### src/rtl/dct_pkg.sv
package dct_pkg;

  typedef enum logic [3:0] {
    IDX_LOAD   = 4'd0,
    IDX_VALUE  = 4'd1,
    IDX_CTRL   = 4'd2,
    IDX_CLEAR  = 4'd3,
    IDX_RAW    = 4'd4,
    IDX_MASKED = 4'd5,
    IDX_RELOAD = 4'd6,
    IDX_PREDIV = 4'd7,
    IDX_FREE   = 4'd8
  } dct_idx_e;

  localparam int CB_WIDE    = 1;
  localparam int CB_PRE_LO  = 2;
  localparam int CB_IE      = 5;
  localparam int CB_RUN     = 7;
  localparam int CB_HALT_EN = 8;
  localparam int CB_FREE_EN = 9;
  localparam int CB_FDIV_LO = 16;

  localparam logic [31:0] CTRL_WMASK = 32'h00FF_03AE;

  localparam int PRESCALE_W = 8;

  function automatic logic [PRESCALE_W-1:0] prescale_limit(input logic [1:0] sel);
    case (sel)
      2'd1:    prescale_limit = PRESCALE_W'(15);
      2'd2:    prescale_limit = PRESCALE_W'(255);
      default: prescale_limit = '0;
    endcase
  endfunction

endpackage

### src/rtl/dct_rst_sync.sv
module dct_rst_sync (
  input  logic clk,
  input  logic rst_n,
  output logic rst_n_s
);
  logic [1:0] sync_q;

  always_ff @(posedge clk or negedge rst_n) begin
    if (!rst_n) sync_q <= 2'b00;
    else        sync_q <= {sync_q[0], 1'b1};
  end

  assign rst_n_s = sync_q[1];
endmodule

### src/rtl/dct_divider.sv
module dct_divider #(
  parameter int W = 8
) (
  input  logic         clk,
  input  logic         rst_n,
  input  logic         en,
  input  logic         clr,
  input  logic [W-1:0] limit,
  output logic         tick
);
  logic [W-1:0] cnt_q, cnt_d;

  assign tick = en && (cnt_q == limit);

  always_comb begin
    cnt_d = cnt_q;
    if (clr)     cnt_d = '0;
    else if (en) cnt_d = tick ? '0 : cnt_q + 1'b1;
  end

  always_ff @(posedge clk or negedge rst_n) begin
    if (!rst_n) cnt_q <= '0;
    else        cnt_q <= cnt_d;
  end
endmodule

### src/rtl/dct_down_counter.sv
module dct_down_counter
  import dct_pkg::*;
#(
  parameter int DATA_W   = 32,
  parameter int PREDIV_W = 10
) (
  input  logic                clk,
  input  logic                rst_n,
  input  logic                run,
  input  logic                halt,
  input  logic                wide,
  input  logic [1:0]          pre_sel,
  input  logic [PREDIV_W-1:0] prediv,
  input  logic                load_wr,
  input  logic [DATA_W-1:0]   load_data,
  input  logic [DATA_W-1:0]   reload,
  output logic [DATA_W-1:0]   value_q,
  output logic [DATA_W-1:0]   value_rd,
  output logic                underflow
);
  localparam int HALF_W = DATA_W / 2;

  logic base_tick, cnt_tick, chain_clr, zero;
  logic [DATA_W-1:0] value_d;

  assign chain_clr = !run || load_wr;

  dct_divider #(.W(PREDIV_W)) i_base (
    .clk(clk), .rst_n(rst_n), .en(run && !halt), .clr(chain_clr),
    .limit(prediv), .tick(base_tick)
  );

  dct_divider #(.W(PRESCALE_W)) i_scale (
    .clk(clk), .rst_n(rst_n), .en(base_tick), .clr(chain_clr),
    .limit(prescale_limit(pre_sel)), .tick(cnt_tick)
  );

  assign zero      = wide ? (value_q == '0) : (value_q[HALF_W-1:0] == '0);
  assign underflow = cnt_tick && zero && !load_wr;
  assign value_rd  = wide ? value_q : {{(DATA_W-HALF_W){1'b0}}, value_q[HALF_W-1:0]};

  always_comb begin
    value_d = value_q;
    if (load_wr)       value_d = load_data;
    else if (cnt_tick) value_d = zero ? reload : value_q - 1'b1;
  end

  always_ff @(posedge clk or negedge rst_n) begin
    if (!rst_n) value_q <= '0;
    else        value_q <= value_d;
  end
endmodule

### src/rtl/dct_free_counter.sv
module dct_free_counter #(
  parameter int DATA_W = 32,
  parameter int DIV_W  = 8
) (
  input  logic              clk,
  input  logic              rst_n,
  input  logic              enable,
  input  logic              halt,
  input  logic [DIV_W-1:0]  divisor,
  output logic [DATA_W-1:0] count_q
);
  logic step;
  logic [DATA_W-1:0] count_d;

  dct_divider #(.W(DIV_W)) i_div (
    .clk(clk), .rst_n(rst_n), .en(enable && !halt), .clr(!enable),
    .limit(divisor), .tick(step)
  );

  always_comb begin
    count_d = count_q;
    if (step) count_d = count_q + 1'b1;
  end

  always_ff @(posedge clk or negedge rst_n) begin
    if (!rst_n) count_q <= '0;
    else        count_q <= count_d;
  end
endmodule

### src/rtl/dct_timer.sv
module dct_timer
  import dct_pkg::*;
#(
  parameter int DATA_W     = 32,
  parameter int ADDR_W     = 4,
  parameter int PREDIV_W   = 10,
  parameter int FREE_DIV_W = 8
) (
  input  logic              clk,
  input  logic              rst_n,
  input  logic              bus_sel,
  input  logic              bus_we,
  input  logic [ADDR_W-1:0] bus_addr,
  input  logic [DATA_W-1:0] bus_wdata,
  output logic [DATA_W-1:0] bus_rdata,
  input  logic              dbg_halt_i,
  output logic              irq_o
);
  localparam logic [DATA_W-1:0] CMASK = DATA_W'(CTRL_WMASK);

  logic rst_n_s;
  logic [DATA_W-1:0]   ctrl_q, ctrl_d, reload_q, reload_d;
  logic [PREDIV_W-1:0] prediv_q, prediv_d;
  logic                raw_q, raw_d;
  logic [DATA_W-1:0]   value_q, value_rd, free_q;
  logic                underflow, halt, masked;
  logic                wr, load_wr, reload_wr, ctrl_wr, clear_wr, prediv_wr;
  dct_idx_e            idx;
  logic                hit;

  dct_rst_sync i_rst (.clk(clk), .rst_n(rst_n), .rst_n_s(rst_n_s));

  assign idx       = dct_idx_e'(bus_addr[3:0]);
  assign hit       = (bus_addr >> 4) == '0;
  assign wr        = bus_sel && bus_we && hit;
  assign load_wr   = wr && (idx == IDX_LOAD);
  assign reload_wr = wr && (idx == IDX_RELOAD);
  assign ctrl_wr   = wr && (idx == IDX_CTRL);
  assign clear_wr  = wr && (idx == IDX_CLEAR);
  assign prediv_wr = wr && (idx == IDX_PREDIV);

  assign halt   = ctrl_q[CB_HALT_EN] && dbg_halt_i;
  assign masked = raw_q && ctrl_q[CB_IE];
  assign irq_o  = masked;

  always_comb begin
    ctrl_d   = ctrl_wr ? (bus_wdata & CMASK) : ctrl_q;
    reload_d = (load_wr || reload_wr) ? bus_wdata : reload_q;
    prediv_d = prediv_wr ? bus_wdata[PREDIV_W-1:0] : prediv_q;
    raw_d    = raw_q;
    if (underflow)     raw_d = 1'b1;
    else if (clear_wr) raw_d = 1'b0;
  end

  always_ff @(posedge clk or negedge rst_n_s) begin
    if (!rst_n_s) begin
      ctrl_q   <= '0;
      reload_q <= '0;
      prediv_q <= '0;
      raw_q    <= 1'b0;
    end else begin
      ctrl_q   <= ctrl_d;
      reload_q <= reload_d;
      prediv_q <= prediv_d;
      raw_q    <= raw_d;
    end
  end

  dct_down_counter #(.DATA_W(DATA_W), .PREDIV_W(PREDIV_W)) i_down (
    .clk(clk), .rst_n(rst_n_s), .run(ctrl_q[CB_RUN]), .halt(halt),
    .wide(ctrl_q[CB_WIDE]), .pre_sel(ctrl_q[CB_PRE_LO+1:CB_PRE_LO]),
    .prediv(prediv_q), .load_wr(load_wr), .load_data(bus_wdata),
    .reload(reload_q), .value_q(value_q), .value_rd(value_rd),
    .underflow(underflow)
  );

  dct_free_counter #(.DATA_W(DATA_W), .DIV_W(FREE_DIV_W)) i_free (
    .clk(clk), .rst_n(rst_n_s), .enable(ctrl_q[CB_FREE_EN]), .halt(halt),
    .divisor(ctrl_q[CB_FDIV_LO+FREE_DIV_W-1:CB_FDIV_LO]), .count_q(free_q)
  );

  always_comb begin
    bus_rdata = '0;
    if (hit) begin
      case (idx)
        IDX_LOAD, IDX_RELOAD: bus_rdata = reload_q;
        IDX_VALUE:            bus_rdata = value_rd;
        IDX_CTRL:             bus_rdata = ctrl_q;
        IDX_RAW:              bus_rdata = DATA_W'(raw_q);
        IDX_MASKED:           bus_rdata = DATA_W'(masked);
        IDX_PREDIV:           bus_rdata = DATA_W'(prediv_q);
        IDX_FREE:             bus_rdata = free_q;
        default:              bus_rdata = '0;
      endcase
    end
  end
endmodule

### config.mk
export PLATFORM = sky130hd
export DESIGN_NAME = dct_timer
export DESIGN_NICKNAME = d
export VERILOG_FILES = /design/src/rtl/dct_pkg.sv /design/src/rtl/dct_rst_sync.sv /design/src/rtl/dct_divider.sv /design/src/rtl/dct_down_counter.sv /design/src/rtl/dct_free_counter.sv /design/src/rtl/dct_timer.sv
export SDC_FILE = /design/constraint.sdc
export NUM_CORES = 1
export LEC_CHECK = 0
export BUFFER_PORTS_ARGS = -buffer_cell sky130_fd_sc_hd__buf_2
export CELL_PAD_IN_SITES_DETAIL_PLACEMENT = 2
export CELL_PAD_IN_SITES_GLOBAL_PLACEMENT = 2
export CORE_ASPECT_RATIO = 0.5
export CORE_MARGIN = 2
export CORE_UTILIZATION = 37
export CTS_BUF_LIST = sky130_fd_sc_hd__clkbuf_4 sky130_fd_sc_hd__clkbuf_8
export DETAILED_ROUTE_END_ITERATION = 8
export GPL_TIMING_DRIVEN = 1
export PLACE_DENSITY_LB_ADDON = 0.3
export SETUP_SLACK_MARGIN = 0.02
export SLEW_MARGIN = 20
export SYNTH_ARGS = -nofsm -noshare
export SYNTH_HDL_FRONTEND = slang
export SYNTH_HIERARCHICAL = 1
export SYNTH_SLANG_ARGS = --single-unit
### constraint.sdc
create_clock -name clk -period 4.1 [get_ports clk]
set_input_delay 0.82 -clock clk [delete_from_list [all_inputs] [get_ports clk]]
set_output_delay 0.82 -clock clk [all_outputs]
set_load 0.01 [all_outputs]
-- Yosys cells after proc, flatten, opt, wreduce, memory -nomap -nowiden
Cells that the tools add are included.
- bits in registers: 150
- logic and storage cells: 75
- output and inout port bits: 33
- bits of input ports: 41
- $add $sub $neg: 5
- multiplexer cells: 18
- equality and inequality tests: 14
- reduce and logical (&&, ||, !) cells: 28
- operator list (operator ; count):
    32-bit one-hot mux with 7 select lines ; 1
    32-bit two-way mux ; 4
    8-bit two-way mux ; 6
    32-bit by 1-bit adder with 32-bit output, second input constant ; 1
    32-bit logical NOT ; 1
    32-bit by 1-bit subtractor with 32-bit output, second input constant ; 1
    10-bit two-way mux ; 3
    8-bit by 1-bit adder with 8-bit output, second input constant ; 2
    4-bit by 3-bit equality test with 1-bit output, second input constant ; 4
    8-bit equality test ; 2
    16-bit logical NOT ; 1
    8-bit one-hot mux with 2 select lines ; 1
    1-bit logical AND ; 15
    10-bit by 1-bit adder with 10-bit output, second input constant ; 1
    10-bit equality test ; 1
    4-bit by 2-bit equality test with 1-bit output, second input constant ; 2
    2-bit nonzero test ; 4
    4-bit by 1-bit equality test with 1-bit output, second input constant ; 1
    4-bit equality test, second input constant ; 1
    4-bit logical NOT ; 1
    1-bit logical NOT ; 3
    1-bit two-way mux ; 3
    2-bit by 1-bit equality test with 1-bit output, second input constant ; 1
    2-bit equality test, second input constant ; 1
    3 further kinds ; 4

-- Depth between registers and ports, before layout
- word-level depth: 8
- gate-level depth with buffers: 15
- gate-level depth less buffers: 12

-- Modules after synthesis
The synthesis kept the hierarchy.
- modules (own cells, without submodules) (module ; instances ; area an instance (µm²) ; seq. area each (µm²) ; cells each):
    dct_timer ; 1 ; 3114.2 ; 1451.4 ; 254
    dct_down_counter ; 1 ; 2705.1 ; 800.8 ; 334
    dct_free_counter ; 1 ; 1461.4 ; 800.8 ; 128
    dct_divider (i_down.i_scale ...) ; 2 ; 523.0 ; 200.2 ; 51
    dct_divider (i_down.i_base) ; 1 ; 638.1 ; 250.2 ; 67
    dct_rst_sync ; 1 ; 53.8 ; 50.0 ; 3

-- Worst setup path before layout
OpenSTA, ideal clock, no wires.
- path kind: input -> register
- start point: input port dbg_halt_i
- end point: register i_down.value_q[26]
- data required time: 3.975 ns
- stages on the path: 13
- slack: 0.846 ns
- arrival time: 3.129 ns
- buffers on the path: 2
- cell sequence: and2_1 -> nor2b_1 -> clkbuf_2 -> nand4_1 -> nor3_1 -> buf_4 -> inv_1 -> nor3_4 -> inv_1 -> or3_1 -> o21ai_0 -> o21ai_1 -> mux2_2
- word-level cells in the longest chain between the ends: 6
- ends and longest elaborated chain (item ; line ; source):
    from (decl) ; dct_timer.sv:16 ; input logic dbg_halt_i,
    1-bit logical AND ; dct_timer.sv:42 ; assign halt = ctrl_q[CB_HALT_EN] && dbg_halt_i;
    1-bit logical NOT ; dct_down_counter.sv:29 ; .clk(clk), .rst_n(rst_n), .en(run && !halt), .clr(chain_clr),
    1-bit logical AND ; dct_down_counter.sv:29 ;
    1-bit logical AND ; dct_divider.sv:13 ; assign tick = en && (cnt_q == limit);
    named net i_down.base_tick ; dct_down_counter.sv:23 ; logic base_tick, cnt_tick, chain_clr, zero;
    1-bit logical AND ; dct_divider.sv:13 ;
    named net i_down.cnt_tick ; dct_down_counter.sv:23 ;
    2-bit nonzero test (no line) ; - ;
    to (signal assigned) ; dct_down_counter.sv:50 ; else value_q <= value_d;
    to (decl) ; dct_down_counter.sv:17 ; output logic [DATA_W-1:0] value_q,
The timed path passes the listed nets, and every way through them passes these cells.
A chain may end at the register's enable or synchronous reset.

-- Worst setup path in the final report
- start point: input port bus_addr[1]
- end point: output port bus_rdata[29]
- word-level cells in the longest chain between the ends: 3
- elaborated cells on any way between the ends: 10
- classes of those cells: eq/ne: 7; mux: 1; reduce/logical: 2
- ends and longest elaborated chain (item ; line ; source):
    from (decl) ; dct_timer.sv:13 ; input logic [ADDR_W-1:0] bus_addr,
    4-bit by 3-bit equality test with 1-bit output / 4-bit logical NOT (equally long branches) ; dct_timer.sv:85 ; case (idx)
    2-bit OR reduction ; dct_timer.sv:85 ;
    32-bit one-hot mux with 7 select lines (*) ; dct_timer.sv:85 ;
    to (decl) ; dct_timer.sv:15 ; output logic [DATA_W-1:0] bus_rdata,
Every way passes the cells marked *; elsewhere a longest branch is shown, timed or not.

==> results_dict.tcl <==
set metrics [dict create \
    status "finished, final reports clean" \
    post_cts_buffers 0 \
    cts_sinks 150 \
    setup_tns_ns 0 \
    path_class "in2out" \
    regToRegSetupSlack_ns 0.99 \
    share_comb_of_total_power 0.270 \
    power.density_nw_per_um2 434 \
    dieArea_sq_um 25700 \
    drt_iter0_markers 446 \
    r2r-end "i_free/count_q[28]$_DFFE_PN0P_" \
    startpoint "bus_addr[1]" \
    hold_viol 0 \
    clockBufferDepth 2 \
    power_frac_clock 0.245 \
    place_hpwl_microns 21900 \
    cts_tree "built" \
    pwr-share-seq 0.485 \
    ios 74 \
    synth.distinct_cells 72 \
    worstHoldPathType "in2async" \
    numPlacedInstances 1233 \
    wl_per_cell_microns 24.6 \
    drive_above_1_share 0.178 \
    final_common_cell "dfrtp_1" \
    ys_async_sr_fraction 1.00 \
    area_growth_pct 10.4 \
    ys_ff_latch 150 \
    ys.flop_type "dfrtp_1" \
    grt_max_degree 149 \
    numCtsBuffers 17 \
    period_minus_slack_ns 3.45 \
    yosysSeqAreaShare 0.416 \
    drc 0 \
    critPathMaxFanout 20 \
    num_rows 40 \
    die_h_microns 114 \
    cp-end-kind "primary output" \
    internal-power_mw 2.71 \
    pre_cts_ws_ns 0.558 \
    cts_max_level 4 \
    syn_area_sq_um 9020 \
    critical_path_arrival_ns 2.63 \
    drt_first_pass_iters 5 \
    core_sq_um 24000 \
    slew_violations 0 \
    setup_ws_ns 0.648 \
    vias 7436 \
    clk_pin_slew_ns 0.08 \
    synth_area_per_cell_sq_um 10.2 \
    tightestPinTransition_ns 1.01 \
    start_util 0.376 \
    stdcell_count 1262 \
    total_leakage_power_nw 4.27 \
    cts_resized 0 \
    switchingPower_mw 1.62 \
    synth_edf_count 0 \
    relSlewSlack 0.324 \
    worstSetupStartpointType "primary input" \
    final_antenna_net_count 0 \
    grt_pass1_wl_microns 49100 \
    clock_skew_ns 0.0105 \
    rsz0062_at_grt "false" \
    drv_cap 0 \
    fin_nets 984 \
    r2r-start "ctrl_q[9]$_DFFE_PN0P_" \
    insertion_delay_ns 0.49 \
    irDropWorstVdd_uv 187 \
    switching_share 0.373 \
    antenna_found_initial 1 \
    critPathRequiredTime_ns 3.28 \
    timing.hold.ws_ns 0.0962 \
    fin_crit_sh 0.842 \
    place_congestion 0.821 \
    routed_wl_microns 31100 \
    synth_fp_nets 935 \
    io_buffer_count 73 \
    die_w_microns 225 \
    ys_warn_count 6 \
    rr_worst_depth 9 \
    via_per_inst 5.89 \
    postCtsHoldBufs 0 \
    synth_cells 888 \
    clockRootBuffer "clkbuf_8" \
    grt_pass1_vias 7962 \
    timing.fmax_mhz 290 \
    gr-total-overflow 0 \
    final-setup-viol-count 0 \
    grt_usage 0.256 \
    mostFrequentLayoutCells "dfrtp_1, buf_2, xnor2_1" \
]
-- worst max-delay path, cell delays in order --
cell,delay (ns)
buf_2,0.24
xnor2_2,0.70
and2_4,0.49
a221o_1,0.22
buf_2,0.13
-- sequential cells by signal, indices dropped and copies added, names as in the netlist --
| signal | flops |
|---|---|
| ctrl_q | 15 |
| i_free/count_q | 32 |
| i_free/i_div/cnt_q | 8 |
| reload_q | 32 |
| i_rst/sync_q | 2 |
| raw_q | 1 |
| i_down/i_base/cnt_q | 10 |
| i_down/i_scale/cnt_q | 8 |
| i_down/value_q | 32 |
| prediv_q | 10 |
-- layer usage --
metal | GRT usage | up-vias | routed length (microns)
li1 | - | 3308 | -
met1 | 0.364 | 3949 | 15100
met2 | 0.392 | 146 | 14000
met3 | 0.0534 | 33 | 1390
met4 | 0.0812 | 0 | 503
met5 | 0 | - | 0
-- layout make-up --
type                       instances  area (sq um)
inverter                          19          71.3
tap                              315           394
antenna                            1          2.50
timing repair buffer              96           576
fill                            2558         14000
multi-input combinational        653          4820
clock buffer                      23           310
sequential                       150          3760
clock inverter                     5          25.0
-- cell usage after synthesis (6+ instances only) --
cell type / count / area [sq um]
dfrtp_1: 150 / 3750
xnor2_1: 68 / 596
mux2_1: 52 / 586
nand2_1: 43 / 161
a21oi_1: 42 / 210
and2_1: 40 / 250
nor2_1: 38 / 143
nor3_1: 29 / 145
nand3_1: 28 / 140
nor3b_1: 25 / 188
xor2_1: 25 / 219
o21ai_0: 24 / 120
buf_4: 23 / 173
clkbuf_1: 22 / 82.6
a221o_1: 20 / 200
nand4_1: 20 / 125
a22oi_1: 19 / 143
inv_1: 19 / 71.3
o211ai_1: 15 / 113
buf_2: 13 / 65.1
mux2i_1: 12 / 120
o21ai_1: 12 / 60.1
nand2b_1: 11 / 68.8
nand3b_1: 11 / 82.6
mux2_2: 8 / 90.1
and3_1: 7 / 43.8
and4_1: 7 / 61.3
or3_1: 7 / 43.8
a32oi_1: 6 / 52.6
ha_1: 6 / 75.1
nor3_2: 6 / 60.1
nor4_1: 6 / 37.5
-- worst max-delay path by stage --
stage | cells past startpoint | slack (ns) | to
3_5_place_dp | 13 | 0.56 | i_down/value_q[26]$_DFFE_PN0P_
2_1_floorplan | 13 | 0.85 | i_down/value_q[26]$_DFFE_PN0P_
3_3_place_gp | 13 | 0.68 | i_down/value_q[26]$_DFFE_PN0P_
4_1_cts | 5 | 0.72 | bus_rdata[29]
5_1_grt | 5 | 0.57 | bus_rdata[28]
6_report | 5 | 0.65 | bus_rdata[29]
-- power groups by stage --
| stage | clock [mW] | combinational [mW] | sequential (mW) |
|---|---|---|---|
| 6_report | 1.06 | 1.17 | 2.10 |
| 5_1_grt | 1.15 | 1.29 | 2.13 |
| 4_1_cts | 1.09 | 1.17 | 2.09 |
| 3_5_place_dp | 0 | 1.16 | 2.12 |
| 3_3_place_gp | 0 | 1.09 | 2.10 |
| 2_1_floorplan | 0 | 0.898 | 1.98 |
-- cell families after synthesis --
| group | count (synthesis) | share of synthesized area |
|---|---|---|
| adders and majority gates | 6 | 0.00832 |
| other | 1 | 0.000416 |
| AOI/OAI and AO/OA | 173 | 0.136 |
| buffers and inverters | 85 | 0.0494 |
| xor gates and xnor gates | 94 | 0.0921 |
| muxes | 72 | 0.0882 |
| DFF | 150 | 0.416 |
| and+or+nand+nor | 307 | 0.210 |
-- through the flow --
| step | utilization | area (sq um) | power, mW |
|---|---|---|---|
| floorplan | - | 9020 | 2.88 |
| global placement | 0.401 | 9620 | 3.20 |
| detailed placement | 0.401 | 9620 | 3.28 |
| CTS | 0.415 | 9960 | 4.35 |
| global route | 0.415 | 9960 | 4.58 |
| finish | 0.416 | 9960 | 4.33 |
Power figures use the tool's default switching activity.
